[src/rtl/dcs_pkg.sv]
// Package: shared types and constants of the switchover controller.
// Assumes exactly two processors, indexed 0 (A) and 1 (B).
package dcs_pkg;
    localparam int NUM_CPU = 2;
    localparam int CPU_A   = 0;
    localparam int CPU_B   = 1;

    typedef enum logic [1:0] {
        ST_RUN     = 2'd0,  // owner running with its clock passed
        ST_QUIESCE = 2'd1,  // both held, waiting for both acknowledges
        ST_RELEASE = 2'd2,  // new owner chosen, waiting for its tick
        ST_CLKON   = 2'd3   // hold released, waiting for tick to open gate
    } dcs_state_e;
endpackage

[src/rtl/dcs_sync.sv]
// Module: multi-flop synchronizer for one asynchronous level.
// Assumes STAGES >= 2; the output lags the input by STAGES edges.
module dcs_sync #(
    parameter int STAGES = 2
) (
    input  logic clk,
    input  logic rst_n,
    input  logic d_i,
    output logic q_o
);
    logic [STAGES-1:0] chain_q;

    // Shift the input level through the flop chain.
    always_ff @(posedge clk) begin
        if (!rst_n) chain_q <= '0;
        else        chain_q <= {chain_q[STAGES-2:0], d_i};
    end

    assign q_o = chain_q[STAGES-1];
endmodule

[src/rtl/dcs_hold_latch.sv]
// Module: hold-request latch for one processor.
// A force input sets it; a release strobe clears it. Force wins over release.
module dcs_hold_latch #(
    parameter bit RESET_HELD = 1'b1
) (
    input  logic clk,
    input  logic rst_n,
    input  logic force_i,
    input  logic release_i,
    output logic hold_o
);
    // Keep the hold until an explicit release arrives without a force.
    always_ff @(posedge clk) begin
        if (!rst_n)         hold_o <= RESET_HELD;
        else if (force_i)   hold_o <= 1'b1;
        else if (release_i) hold_o <= 1'b0;
    end
endmodule

[src/rtl/dcs_clk_gate.sv]
// Module: registered enable that passes one processor clock to the system.
// Close has priority over open; the enable changes only on controller edges.
module dcs_clk_gate #(
    parameter bit RESET_OPEN = 1'b0
) (
    input  logic clk,
    input  logic rst_n,
    input  logic close_i,
    input  logic open_i,
    output logic en_o
);
    // Track the gate state from close and open strobes.
    always_ff @(posedge clk) begin
        if (!rst_n)       en_o <= RESET_OPEN;
        else if (close_i) en_o <= 1'b0;
        else if (open_i)  en_o <= 1'b1;
    end
endmodule

[src/rtl/dcs_switchover.sv]
// Module: break-before-make handover of a shared bus between two processors.
// Assumes the tick inputs are one controller cycle wide and synchronous to clk,
// and that each processor holds its acknowledge while its hold request is high.
module dcs_switchover #(
    parameter int SYNC_STAGES = 2
) (
    input  logic clk,
    input  logic rst_n,
    input  logic sel_b_i,
    input  logic tick_a_i,
    input  logic tick_b_i,
    input  logic hlda_a_i,
    input  logic hlda_b_i,
    output logic hold_a_o,
    output logic hold_b_o,
    output logic bus_hlda_o,
    output logic sysclk_en_a_o,
    output logic sysclk_en_b_o,
    output logic b_active_o
);
    import dcs_pkg::*;

    dcs_state_e         st_q, st_d;
    logic               owner_b_q, owner_b_d;
    logic               req_b;
    logic               mismatch;
    logic [NUM_CPU-1:0] tick, hold, en, release_v, open_v, close_v;

    assign tick = {tick_b_i, tick_a_i};

    dcs_sync #(.STAGES(SYNC_STAGES)) u_sync (
        .clk(clk), .rst_n(rst_n), .d_i(sel_b_i), .q_o(req_b)
    );

    // A request differing from the owner starts a handover while running.
    assign mismatch = (st_q == ST_RUN) && (req_b != owner_b_q);

    // Sequencer: quiesce, choose owner, release hold, then open the clock.
    always_comb begin
        st_d      = st_q;
        owner_b_d = owner_b_q;
        unique case (st_q)
            ST_RUN:     if (mismatch) st_d = ST_QUIESCE;
            ST_QUIESCE: if (hlda_a_i && hlda_b_i) begin
                            owner_b_d = ~owner_b_q;
                            st_d      = ST_RELEASE;
                        end
            ST_RELEASE: if (tick[owner_b_q]) st_d = ST_CLKON;
            ST_CLKON:   if (tick[owner_b_q]) st_d = ST_RUN;
            default:    st_d = ST_RUN;
        endcase
    end

    // Hold the sequencer state and the current owner.
    always_ff @(posedge clk) begin
        if (!rst_n) begin
            st_q      <= ST_RUN;
            owner_b_q <= 1'b0;
        end else begin
            st_q      <= st_d;
            owner_b_q <= owner_b_d;
        end
    end

    // One hold latch and one clock gate per processor.
    for (genvar i = 0; i < NUM_CPU; i++) begin : g_cpu
        localparam bit IS_B = (i == CPU_B);
        assign release_v[i] = (st_q == ST_RELEASE) && (owner_b_q == IS_B) && tick[i];
        assign open_v[i]    = (st_q == ST_CLKON)   && (owner_b_q == IS_B) && tick[i];
        assign close_v[i]   = mismatch && (owner_b_q == IS_B);

        dcs_hold_latch #(.RESET_HELD(IS_B)) u_hold (
            .clk(clk), .rst_n(rst_n), .force_i(mismatch),
            .release_i(release_v[i]), .hold_o(hold[i])
        );

        dcs_clk_gate #(.RESET_OPEN(!IS_B)) u_gate (
            .clk(clk), .rst_n(rst_n), .close_i(close_v[i]),
            .open_i(open_v[i]), .en_o(en[i])
        );
    end

    assign hold_a_o      = hold[CPU_A];
    assign hold_b_o      = hold[CPU_B];
    assign sysclk_en_a_o = en[CPU_A];
    assign sysclk_en_b_o = en[CPU_B];
    assign bus_hlda_o    = hlda_a_i && hlda_b_i;
    assign b_active_o    = owner_b_q && !hold[CPU_B];
endmodule

[config.mk]
export PLATFORM = sky130hd
export DESIGN_NAME = dcs_switchover
export DESIGN_NICKNAME = d
export VERILOG_FILES = /design/src/rtl/dcs_pkg.sv /design/src/rtl/dcs_sync.sv /design/src/rtl/dcs_hold_latch.sv /design/src/rtl/dcs_clk_gate.sv /design/src/rtl/dcs_switchover.sv
export SDC_FILE = /design/constraint.sdc
export NUM_CORES = 1
export LEC_CHECK = 0
export ABC_AREA = 1
export BUFFER_PORTS_ARGS = -buffer_cell sky130_fd_sc_hd__buf_4
export CAP_MARGIN = 40
export CELL_PAD_IN_SITES_DETAIL_PLACEMENT = 1
export CELL_PAD_IN_SITES_GLOBAL_PLACEMENT = 1
export CORE_MARGIN = 4
export CORE_UTILIZATION = 34
export CTS_CLUSTER_SIZE = 12
export DETAILED_ROUTE_END_ITERATION = 16
export GPL_ROUTABILITY_DRIVEN = 1
export PLACE_DENSITY_LB_ADDON = 0.08
export SYNTH_ARGS = -nofsm -noshare
export SYNTH_HDL_FRONTEND = slang
export SYNTH_HIERARCHICAL = 1
export SYNTH_SLANG_ARGS = --single-unit
export TNS_END_PERCENT = 20
[constraint.sdc]
create_clock -name clk -period 1.4 [get_ports clk]
set_input_delay 0.21 -clock clk [delete_from_list [all_inputs] [get_ports clk]]
set_output_delay 0.21 -clock clk [all_outputs]
set_load 0.005 [all_outputs]
Yosys cells after proc, flatten, opt, wreduce, memory -nomap -nowiden --
Index checks and enable logic that the tools add are counted. W data, S select, Z words.
Cells by class: magnitude comparators 1, reductions and logical operators 21, multiplexer cells 11, bitwise logic cells 2, eq/ne operators 8
Operators by type and width (count):
- $logic_and A1 B1 Y1 | 13
- $mux W2 | 4
- $ne A2 B2 Y1 const B | 4
- $pmux W2 S4 | 1
- $mux W1 | 6
- $eq A2 B2 Y1 const B | 2
- $reduce_and A4 Y1 | 1
- $reduce_bool A2 Y1 | 2
- $reduce_or A2 Y1 | 2
- $eq A2 B1 Y1 const B | 1
- $logic_not A2 Y1 | 1
- $lt A1 B2 Y1 const B | 1
- $not A1 Y1 | 2
- $reduce_and A2 Y1 | 1
- $logic_not A1 Y1 | 1
- $ne A1 B1 Y1 | 1
Storage, ports and cells: logic and storage cells 50, bits of input ports 7, output and inout port bits 6, flip-flop bits (word level) 9

Logic depth before layout (Yosys ltp) --
depth after elaboration 5, gate-level depth with buffers 9, gate-level depth less buffers 9

Cells and area by module --
Netlist, hierarchy kept.
Modules (own cells, without submodules):
- dcs_switchover | instances 1, area each 312.8 um2, cells each 50, sequential area each 60.1 um2
- dcs_sync | instances 1, area each 55.1 um2, cells each 6, sequential area each 40.0 um2
- dcs_hold_latch (g_cpu[0].u_hold) | instances 1, area each 43.8 um2, cells each 6, sequential area each 20.0 um2
- dcs_hold_latch (g_cpu[1].u_hold) | instances 1, area each 41.3 um2, cells each 6, sequential area each 20.0 um2
- dcs_clk_gate (g_cpu[1].u_gate) | instances 1, area each 35.0 um2, cells each 5, sequential area each 20.0 um2
- dcs_clk_gate (g_cpu[0].u_gate) | instances 1, area each 32.5 um2, cells each 4, sequential area each 20.0 um2

Least setup slack after synthesis --
No wires, ideal clock.
kind reg-to-reg, start reg st_q[0], end reg g_cpu[0].u_hold.hold_o, clock period less this slack 1.096 ns, data required time 1.334 ns, path buffers 0, arrival 1.030 ns, path slack 0.304 ns, library setup time 0.066 ns, stages on the path, launching flop included 7, cells stage by stage dfxtp_1 > inv_1 > ha_1 > inv_1 > a21oi_1 > inv_1 > a21oi_2
On the way: elaborated cells between the ends (all ways) 7, classes of those cells eq/ne (1); mux (1); reduce/logical (5)
RTL lines:
- from (decl) | line dcs_switchover.sv:23 | dcs_state_e st_q, st_d;
- from (signal assigned) | line dcs_switchover.sv:60 | st_q <= st_d;
- $logic_not A2 Y1 (*) | line dcs_switchover.sv:36 | assign mismatch = (st_q == ST_RUN) && (req_b != owner_b_q);
- $logic_and A1 B1 Y1 (*) | line dcs_switchover.sv:36
- named net mismatch | line dcs_switchover.sv:26 | logic mismatch;
- $mux W1 or $reduce_bool A2 Y1 (tied branches)
- to (signal assigned) | line dcs_hold_latch.sv:14 | if (!rst_n) hold_o <= RESET_HELD;
- to (signal assigned) | line dcs_hold_latch.sv:15 | else if (force_i) hold_o <= 1'b1;
- to (signal assigned) | line dcs_hold_latch.sv:16 | else if (release_i) hold_o <= 1'b0;
- to (decl) | line dcs_hold_latch.sv:10 | output logic hold_o
Mark *: on every way through the listed nets, which the timed path passes. The rest lies on a longest branch. A chain may end at the register's enable or synchronous reset.

Worst setup path in the final report --
Ends and elaborated chain as after synthesis.

==> flow_metrics.env <==
export IMPL_outcome="finished, final reports clean"
export IMPL_drtIter0Drc=0
export IMPL_fin_hold_ws_ns=0.133
export IMPL_max_slew_margin_pct=86.9
export IMPL_slew_viol_final=0
export IMPL_gpl_final_weighted_congestion=0.743
export IMPL_clock_fmax_mhz=807
export IMPL_grt_antenna_before_repair=0
export IMPL_antenna_cells_inserted=0
export IMPL_ys_seq_elements=9
export IMPL_dr_total_vias=479
export IMPL_overall_die_area_um2=2220
export IMPL_final_hold_violation_count=0
export IMPL_post_cts_repair_setup_buffers=0
export IMPL_ctsHtreeMaxLevel=1
export IMPL_finClkSkew_ns=0.00173
export IMPL_floorplan_rows=13
export IMPL_ys_types=13
export IMPL_worstSetupStartpointType="register"
export IMPL_cap_violations=0
export IMPL_layout_area_overhead_vs_synth_pct=26.0
export IMPL_antenna_violating_nets_post_route=0
export IMPL_worst_setup_hold_path_clk_slew_ns=0.06
export IMPL_pwr_density_cell_nw_per_um2=1510
export IMPL_most_common_layout_cells="20 x inv_1, 17 x nand2_1, 12 x nor2_1, 12 x buf_4, 9 x dfxtp_1"
export IMPL_post_cts_hold_buffer_count=0
export IMPL_tightest_slew_ns=0.197
export IMPL_clock_insertion_delay_worst_skew_ns=0.25
export IMPL_numPortBuffers=12
export IMPL_synth_sequential_area_ratio_pct=34.6
export IMPL_mostFrequentLayoutCell="inv_1"
export IMPL_setup_total_negative_slack_ns=0
export IMPL_core_region_area_um2=1370
export IMPL_syn_nets=89
export IMPL_cts_buffers=3
export IMPL_vdd_drop_max_mv=0.777
export IMPL_finalInstanceArea_um2=656
export IMPL_num_io_pins=13
export IMPL_pre_cts_slack_ns=0.174
export IMPL_syn_inst=77
export IMPL_first_pass_grt_wire_length_um=2010
export IMPL_die_height_um=47.1
export IMPL_unrepaired_setup_endpoints_after_global_routing="no"
export IMPL_post_dp_hpwl_um=924
export IMPL_arrival_ns=1.43
export IMPL_timing_worst_setup_path_type="reg2reg"
export IMPL_synthesis_yosys_warnings=6
export IMPL_dpl_instance_area_um2=629
export IMPL_timing_critical_path_to_type="register"
export IMPL_drive_gt1_share_pct=24.7
export IMPL_layout_worst_path_cycle_share_pct=88.5
export IMPL_largest_net_degree_at_the_start_of_global_routing=10
export IMPL_post_cts_resized_instances=0
export IMPL_grt_overflow=0
export IMPL_finalSetupViolCount=0
export IMPL_clock_root_buffer="clkbuf_4"
export IMPL_via_count_of_the_first_global_routing_pass=505
export IMPL_worst_path_max_fanout=4
export IMPL_cts_tree="built"
export IMPL_power_static_leakage_nw=0.352
export IMPL_initial_core_util_pct=38.1
export IMPL_finalWorstSetupSlack_ns=0.160
export IMPL_drt_pre_antenna_iters=1
export IMPL_hold_path_class="in2reg"
export IMPL_numClockSinks=9
export IMPL_drcViolationCount=0
export IMPL_dieWidth_um=47.1
export IMPL_totalWireLength_um=1100
export IMPL_nNetsFinal=106
export IMPL_cts_max_path_buffers=2
export IMPL_fin_crit_ns=1.24
export IMPL_wl_per_cell_um=10.2
export IMPL_syn_avg_cell_area_um2=6.76
export IMPL_crit_required_ns=1.59
export IMPL_post_synth_instance_area_um2=520
export IMPL_grt_usage_pct=13.5
export IMPL_avgViaCountPerCell=4.44
## report_power, final
part / switching [mW] / internal (mW) / total, mW
Clock: 0.0876 / 0.110 / 0.197
Sequential: 0.0349 / 0.299 / 0.334
Combinational: 0.278 / 0.180 / 0.457
## worst max-delay path: stages (launching register included)
cell,delay [ns]
dfxtp_1,0.33
inv_1,0.13
ha_1,0.24
inv_1,0.09
a21oi_1,0.19
inv_1,0.08
a21oi_2,0.12
## synthesized netlist by cell type
library cell	count	area [um2]
nand2_2	2	12.5
dfxtp_1	9	180
o21ai_1	2	10.0
nand2_1	17	63.8
ha_1	5	62.6
nor2_1	12	45.0
inv_2	1	3.75
nand3_2	3	30.0
nor2_2	1	6.26
a21oi_2	1	8.76
a21oi_1	2	10.0
inv_1	20	75.1
nand4_1	2	12.5
## through the flow
stage | power (mW) | utilization, % | instances
2_1_floorplan | 0.677 | - | 77
6_report | 0.988 | 48.0 | 108
3_3_place_gp | 0.775 | 46.1 | 104
5_1_grt | 1.12 | 48.0 | 108
4_1_cts | 1.01 | 48.0 | 108
3_5_place_dp | 0.798 | 46.1 | 104
## state kept, by name, summed over array words and instances (netlist names)
register	cells
st_q	2
g_cpu.u_gate/en_o	2
u_sync/chain_q	2
owner_b_q	1
g_cpu.u_hold/hold_o	2
## worst paths after layout
check,start,to,slack [ns],cells past startpoint
min,sel_b_i,u_sync/chain_q[0],0.13,3
min reg2reg,u_sync/chain_q[0],u_sync/chain_q[1],0.42,2
max reg2reg,st_q[0],g_cpu[0].u_hold/hold_o,0.16,6
max,st_q[0],g_cpu[0].u_hold/hold_o,0.16,6
## kinds of logic after synthesis
group / count (synthesis) / synth area share (%)
simple gates: 37 / 32.7
compound gates: 5 / 5.53
flops: 9 / 34.6
fa+ha+maj: 5 / 12.0
buf+inv: 21 / 15.1
## area by class of cell
| class | count | area, um2 |
|---|---|---|
| Multi-Input combinational cell | 47 | 262 |
| Sequential cell | 9 | 180 |
| Fill cell | 197 | 711 |
| Timing Repair Buffer | 12 | 90.1 |
| Tap cell | 15 | 18.8 |
| Inverter | 21 | 78.8 |
| Clock buffer | 4 | 26.3 |
## layer usage
metal	wire length, um	GRT usage [%]	share of wire (%)
met1	477	13.7	43
met5	0	0	0
met3	58	3.45	5.3
met2	549	25.2	50
met4	11	6.63	1.0
No activity file was read; power rests on OpenSTA's default activity.
